`src/rtl/pm_trap_pkg.sv`:
```
package pm_trap_pkg;
  localparam int ADDR_W = 8;
  localparam int DATA_W = 32;
  localparam int TYP_W  = 3;

  localparam logic [ADDR_W-1:0] OFS_CTRL   = 8'h04;
  localparam logic [ADDR_W-1:0] OFS_SMIEN  = 8'h30;
  localparam logic [ADDR_W-1:0] OFS_SMISTS = 8'h34;

  localparam int CTRL_SCI_B  = 0;
  localparam int CTRL_TYP_LO = 10;
  localparam int CTRL_TRIG_B = 13;
  localparam int EN_GBL_B    = 0;
  localparam int EN_EOS_B    = 1;
  localparam int EN_TRAP_B   = 4;
  localparam int STS_TRAP_B  = 4;

  localparam logic [TYP_W-1:0] TYP_HIBERNATE = 3'b110;
  localparam logic [TYP_W-1:0] TYP_SOFTOFF   = 3'b111;

  function automatic logic [DATA_W-1:0] ctrl_image(logic [TYP_W-1:0] typ, logic sci);
    logic [DATA_W-1:0] w;
    w = '0;
    w[CTRL_TYP_LO +: TYP_W] = typ;
    w[CTRL_SCI_B] = sci;
    return w;
  endfunction

  function automatic logic [DATA_W-1:0] smien_image(logic trap_en, logic gbl);
    logic [DATA_W-1:0] w;
    w = '0;
    w[EN_TRAP_B] = trap_en;
    w[EN_GBL_B]  = gbl;
    return w;
  endfunction

  function automatic logic [DATA_W-1:0] sts_image(logic sts);
    logic [DATA_W-1:0] w;
    w = '0;
    w[STS_TRAP_B] = sts;
    return w;
  endfunction

  function automatic logic is_softoff(logic [TYP_W-1:0] typ);
    return typ == TYP_SOFTOFF;
  endfunction

  function automatic logic is_hibernate(logic [TYP_W-1:0] typ);
    return typ == TYP_HIBERNATE;
  endfunction
endpackage

```
`src/rtl/pm_trap_decode.sv`:
```
module pm_trap_decode
  import pm_trap_pkg::*;
(
  input  logic [ADDR_W-1:0] addr,
  input  logic              wr,
  input  logic [TYP_W-1:0]  typ_q,
  input  logic              sci_q,
  input  logic              trap_en_q,
  input  logic              gbl_q,
  input  logic              sts_q,
  output logic              ctrl_wr,
  output logic              smien_wr,
  output logic [DATA_W-1:0] rdata
);
  assign ctrl_wr  = wr && (addr == OFS_CTRL);
  assign smien_wr = wr && (addr == OFS_SMIEN);

  always_comb begin
    unique case (addr)
      OFS_CTRL:   rdata = ctrl_image(typ_q, sci_q);
      OFS_SMIEN:  rdata = smien_image(trap_en_q, gbl_q);
      OFS_SMISTS: rdata = sts_image(sts_q);
      default:    rdata = '0;
    endcase
  end
endmodule

```
`src/rtl/pm_sleep_ctl.sv`:
```
module pm_sleep_ctl
  import pm_trap_pkg::*;
(
  input  logic             clk,
  input  logic             rst_n,
  input  logic             ctrl_wr,
  input  logic [TYP_W-1:0] wr_typ,
  input  logic             wr_sci,
  input  logic             wr_trig,
  input  logic             trap_en,
  output logic [TYP_W-1:0] typ_q,
  output logic             sci_q,
  output logic             trig_wr,
  output logic             sleep_fire,
  output logic             sleep_req,
  output logic [TYP_W-1:0] sleep_type,
  output logic             sleep_poweroff,
  output logic             sleep_hibernate
);
  assign trig_wr    = ctrl_wr && wr_trig;
  assign sleep_fire = trig_wr && !trap_en;

  always_ff @(posedge clk or negedge rst_n) begin
    if (!rst_n) begin
      typ_q <= '0;
      sci_q <= 1'b0;
    end else if (ctrl_wr) begin
      typ_q <= wr_typ;
      sci_q <= wr_sci;
    end
  end

  always_ff @(posedge clk or negedge rst_n) begin
    if (!rst_n) begin
      sleep_req       <= 1'b0;
      sleep_type      <= '0;
      sleep_poweroff  <= 1'b0;
      sleep_hibernate <= 1'b0;
    end else begin
      sleep_req       <= sleep_fire;
      sleep_poweroff  <= sleep_fire && is_softoff(wr_typ);
      sleep_hibernate <= sleep_fire && is_hibernate(wr_typ);
      if (sleep_fire) sleep_type <= wr_typ;
    end
  end
endmodule

```
`src/rtl/pm_smi_ctl.sv`:
```
module pm_smi_ctl (
  input  logic clk,
  input  logic rst_n,
  input  logic smien_wr,
  input  logic wr_gbl,
  input  logic wr_eos,
  input  logic wr_trap,
  input  logic trig_wr,
  output logic trap_en_q,
  output logic gbl_q,
  output logic sts_q,
  output logic trap_hit,
  output logic eos_wr,
  output logic smi_n
);
  logic smi_act_q;

  assign trap_hit = trig_wr && trap_en_q;
  assign eos_wr   = smien_wr && wr_eos;
  assign smi_n    = !smi_act_q;

  always_ff @(posedge clk or negedge rst_n) begin
    if (!rst_n) begin
      trap_en_q <= 1'b0;
      gbl_q     <= 1'b0;
    end else if (smien_wr) begin
      trap_en_q <= wr_trap;
      gbl_q     <= wr_gbl;
    end
  end

  // a new trap takes priority over a release in the same cycle
  always_ff @(posedge clk or negedge rst_n) begin
    if (!rst_n) begin
      sts_q     <= 1'b0;
      smi_act_q <= 1'b0;
    end else begin
      if (trap_hit)    sts_q <= 1'b1;
      else if (eos_wr) sts_q <= 1'b0;
      if (trap_hit && gbl_q) smi_act_q <= 1'b1;
      else if (eos_wr)       smi_act_q <= 1'b0;
    end
  end
endmodule

```
`src/rtl/pm_sleep_trap.sv`:
```
module pm_sleep_trap
  import pm_trap_pkg::*;
(
  input  logic              clk,
  input  logic              rst_n,
  input  logic [ADDR_W-1:0] reg_addr,
  input  logic              reg_wr,
  input  logic [DATA_W-1:0] reg_wdata,
  output logic [DATA_W-1:0] reg_rdata,
  output logic              sleep_req,
  output logic [TYP_W-1:0]  sleep_type,
  output logic              sleep_poweroff,
  output logic              sleep_hibernate,
  output logic              smi_n
);
  logic             ctrl_wr, smien_wr;
  logic [TYP_W-1:0] typ_q;
  logic             sci_q, trap_en_q, gbl_q, sts_q;
  logic             trig_wr, sleep_fire, trap_hit, eos_wr;
  logic             unused_wdata;

  assign unused_wdata = ^{reg_wdata[DATA_W-1:CTRL_TRIG_B+1],
                          reg_wdata[CTRL_TYP_LO-1:EN_TRAP_B+1],
                          reg_wdata[EN_TRAP_B-1:EN_EOS_B+1]};

  pm_trap_decode u_dec (
    .addr      (reg_addr),
    .wr        (reg_wr),
    .typ_q     (typ_q),
    .sci_q     (sci_q),
    .trap_en_q (trap_en_q),
    .gbl_q     (gbl_q),
    .sts_q     (sts_q),
    .ctrl_wr   (ctrl_wr),
    .smien_wr  (smien_wr),
    .rdata     (reg_rdata)
  );

  pm_sleep_ctl u_sleep (
    .clk             (clk),
    .rst_n           (rst_n),
    .ctrl_wr         (ctrl_wr),
    .wr_typ          (reg_wdata[CTRL_TYP_LO +: TYP_W]),
    .wr_sci          (reg_wdata[CTRL_SCI_B]),
    .wr_trig         (reg_wdata[CTRL_TRIG_B]),
    .trap_en         (trap_en_q),
    .typ_q           (typ_q),
    .sci_q           (sci_q),
    .trig_wr         (trig_wr),
    .sleep_fire      (sleep_fire),
    .sleep_req       (sleep_req),
    .sleep_type      (sleep_type),
    .sleep_poweroff  (sleep_poweroff),
    .sleep_hibernate (sleep_hibernate)
  );

  pm_smi_ctl u_smi (
    .clk       (clk),
    .rst_n     (rst_n),
    .smien_wr  (smien_wr),
    .wr_gbl    (reg_wdata[EN_GBL_B]),
    .wr_eos    (reg_wdata[EN_EOS_B]),
    .wr_trap   (reg_wdata[EN_TRAP_B]),
    .trig_wr   (trig_wr),
    .trap_en_q (trap_en_q),
    .gbl_q     (gbl_q),
    .sts_q     (sts_q),
    .trap_hit  (trap_hit),
    .eos_wr    (eos_wr),
    .smi_n     (smi_n)
  );
endmodule

```
`config.mk`:
```
export PLATFORM = sky130hd
export DESIGN_NAME = pm_sleep_trap
export DESIGN_NICKNAME = d
export VERILOG_FILES = /design/src/rtl/pm_trap_pkg.sv /design/src/rtl/pm_trap_decode.sv /design/src/rtl/pm_sleep_ctl.sv /design/src/rtl/pm_smi_ctl.sv /design/src/rtl/pm_sleep_trap.sv
export SDC_FILE = /design/constraint.sdc
export NUM_CORES = 1
export LEC_CHECK = 0
export BUFFER_PORTS_ARGS = -buffer_cell sky130_fd_sc_hd__clkbuf_2
export CAP_MARGIN = 20
export CORE_ASPECT_RATIO = 0.6
export CORE_MARGIN = 1
export CORE_UTILIZATION = 33
export CTS_CLUSTER_SIZE = 25
export DETAILED_ROUTE_END_ITERATION = 10
export PLACE_DENSITY = 0.81
export SETUP_SLACK_MARGIN = 0.05
export SLEW_MARGIN = 20
export SYNTH_ARGS = -nofsm -noshare
export SYNTH_HDL_FRONTEND = slang
export SYNTH_HIERARCHICAL = 1
export SYNTH_SLANG_ARGS = --single-unit
```
`constraint.sdc`:
```
create_clock -name clk -period 1.12 [get_ports clk]
set_clock_uncertainty 0.05 [all_clocks]
set_input_delay 0.224 -clock clk [delete_from_list [all_inputs] [get_ports clk]]
set_output_delay 0.224 -clock clk [all_outputs]
set_load 0.01 [all_outputs]
```
==> impl_metrics.csv <==
group,metric,value,unit
power_and_ir_drop,switching_share,24.7,%
placed_design,numPortBuffers,29,
clock_tree,cts_tree,"done",
run_status,violations,"setup timing",
drt,vias_per_cell,4.06,
cells_and_area,most-common-layout-cells,"27 x conb_1, 20 x clkbuf_2, 14 x dfrtp_1, 10 x buf_6, 10 x buf_4",
die,dieArea,2980,µm²
critical_path,path_class,"in2reg",
sta,hold_viol_final,0,
critical_path,critPathLaunchType,"input port",
drt,drcViolationCount,0,
drt,wl_per_cell,11.9,µm
power_and_ir_drop,p_seq_share,47.3,%
cells_and_area,layout_commonest_cell,"conb_1",
cells_and_area,nets,176,
drt,wl,1.95,mm
critical_path,crit_path_end_kind,"flop",
cells_and_area,stdcell_count,163,
die,io_pins,82,
critical_path,crit_chain,"buf_6 > or4b_4 > nor3_4 > nand3b_4 > mux2_4",
grt,grt_pass1_vias,647,
clock_tree,clkTransAtPathRegs,50,ps
power_and_ir_drop,clock_power_share,34.8,%
clock_tree,cts_sinks,14,
die,fp-row-count,14,
grt,use_met2,21.9,%
drt,drt_iter0_drc,13,
critical_path,cpMaxStageDelayCell,"or4b_4",
sta,slew_viol_final,0,
grt,use_met1,18.1,%
placed_design,dp.cells,156,
clock_tree,clk_latency,230,ps
grt,grt_overflow,0,
placed_design,place.gp.congestion,0.749,
cells_and_area,fillers,235,
critical_path,crit_required,1190,ps
worst_hold_path,hold_path_startpoint,"reg_wdata[4]",
grt,antenna_found_initial,0,
sta,rsz0062_at_grt,"yes",
die,dieWidth,69.8,µm
power_and_ir_drop,power_frac_comb,17.8,%
clock_tree,htreeDepth,1,
critical_path,crit_arrival,1660,ps
drt,drtAntennaViolNets,0,
clock_tree,root_buffer,"clkbuf_8",
logic_synthesis,synth_area_per_cell,11.1,µm²
drt,drt-pass1-iter-count,4,
critical_path,r2r-start,"u_smi/trap_en_q$_DFFE_PN0P_",
grt,grt_pass1_wl,3.19,mm
placed_design,hpwlAfterDp,1.57,mm
power_and_ir_drop,cellInternalPower,0.841,mW
sta,tns,-8200,ps
cells_and_area,area_growth,44.2,%
cells_and_area,fin_util,51.3,%
grt,use_met3,4.99,%
power_and_ir_drop,pwr_density_cell,852,nW/µm²
clock_tree,cts_made_buffers,3,
power_and_ir_drop,p_leak,0.734,nW
run_status,status,"finished with violations",
die,dieHeight,42.7,µm
placed_design,pre_cts_ws,-742,ps
sta,finalSetupViolCount,19,
grt,grt_use_total,14.2,%
sta,period_minus_slack,1590,ps
critical_path,path_buf_inv,1,
sta,layout_setup_ws,-472,ps
grt,busiest_layer,"met2",
logic_synthesis,synth_warnings,6,
cells_and_area,drive_gt1_share,58.0,%
flow_run,maxCapViolCount,0,
clock_tree,cts.path.max_buffers,2,
power_and_ir_drop,p_switching,0.276,mW
die,core-area,2560,µm²
sta,clock.fmax,0.628,GHz
critical_path,critPathLaunch,"reg_addr[3]",
cells_and_area,n_antenna_cell,0,
logic_synthesis,synthCells,82,
critical_path,path_max_fanout,4,
worst_hold_path,hp-class,"in2reg",
critical_path,max_stage_delay,560,ps
power_and_ir_drop,vdd_drop_max,0.539,mV
die,start_util,35.6,%
logic_synthesis,synth_area,910,µm²
sta,finalCritPeriodShare,142,%
critical_path,crit_family,"simple AND/OR/NAND/NOR gates",
grt,grt_start_max_net_pins,15,
drt,vias,661,
[final cells by class]
type	count	area (µm²)	share of cell area [%]
Tap cell	32	40.0	3.05
Multi-Input combinational cell	60	526	40.1
Inverter	7	26.3	2.00
Timing Repair Buffer	47	328	25.0
Sequential cell	14	350	26.7
Clock buffer	3	41.3	3.15
[state kept, by name, indices dropped and copies added (netlist names)]
name and cells:
u_smi/sts_q 1, u_smi/smi_act_q 1, u_sleep/sleep_req 1, u_sleep/sci_q 1, u_smi/gbl_q 1, u_sleep/typ_q 3
u_sleep/sleep_poweroff 1, u_sleep/sleep_hibernate 1, u_sleep/sleep_type 3, u_smi/trap_en_q 1
[stage by stage]
step / cell area, µm² / hold WS, ps / total power, mW
3_5_place_dp: 1140 / 95.7 / 0.709
2_1_floorplan: 1050 / -122 / 0.689
6_report: 1310 / 179 / 1.12
3_3_place_gp: 1140 / 82.5 / 0.703
5_1_grt: 1310 / 173 / 1.18
4_1_cts: 1250 / 152 / 1.13
[worst reg2reg max path, cell delays in order (launching register included)]
cell	delay, ps
dfrtp_1	390
nand3b_4	210
mux2_4	310
[power groups by stage]
stage / registers (mW) / clock network [mW] / logic (mW)
final: 0.529 / 0.389 / 0.199
after global routing: 0.529 / 0.438 / 0.217
after CTS: 0.528 / 0.413 / 0.186
after detailed placement: 0.537 / 0 / 0.172
after global placement: 0.536 / 0 / 0.167
after floorplan: 0.536 / 0 / 0.153
[final timing paths]
kind	cells past startpoint	slack, ps	end
min reg2reg	1	470	u_smi/smi_act_q$_DFFE_PN0P_
min in group asynchronous	2	380	u_sleep/sleep_req$_DFF_PN0_
max	5	-470	u_sleep/sleep_type[0]$_DFFE_PN0P_
min	2	180	u_smi/trap_en_q$_DFFE_PN0P_
max reg2reg	2	40	u_sleep/sleep_type[0]$_DFFE_PN0P_
max in group asynchronous	2	370	u_sleep/sleep_hibernate$_DFF_PN0_
[repair_timing]
action | 4_1_cts | 5_1_grt
hold buffers | 1 | 0
setup endpoints to repair | 19 | 20
pin swaps | 5 | 11
buffers inserted | 2 | 1
resized for setup | 13 | 16
endpoints found under the hold margin | 14 | 0
[routing by layer]
metal | wire length, µm | vias up | share of wire, %
li1 | - | 322 | -
met1 | 826 | 310 | 42
met2 | 953 | 27 | 49
met3 | 146 | 2 | 7.5
met4 | 19 | 0 | 0.98
met5 | 0 | - | 0
Power figures use the tool's default switching activity.
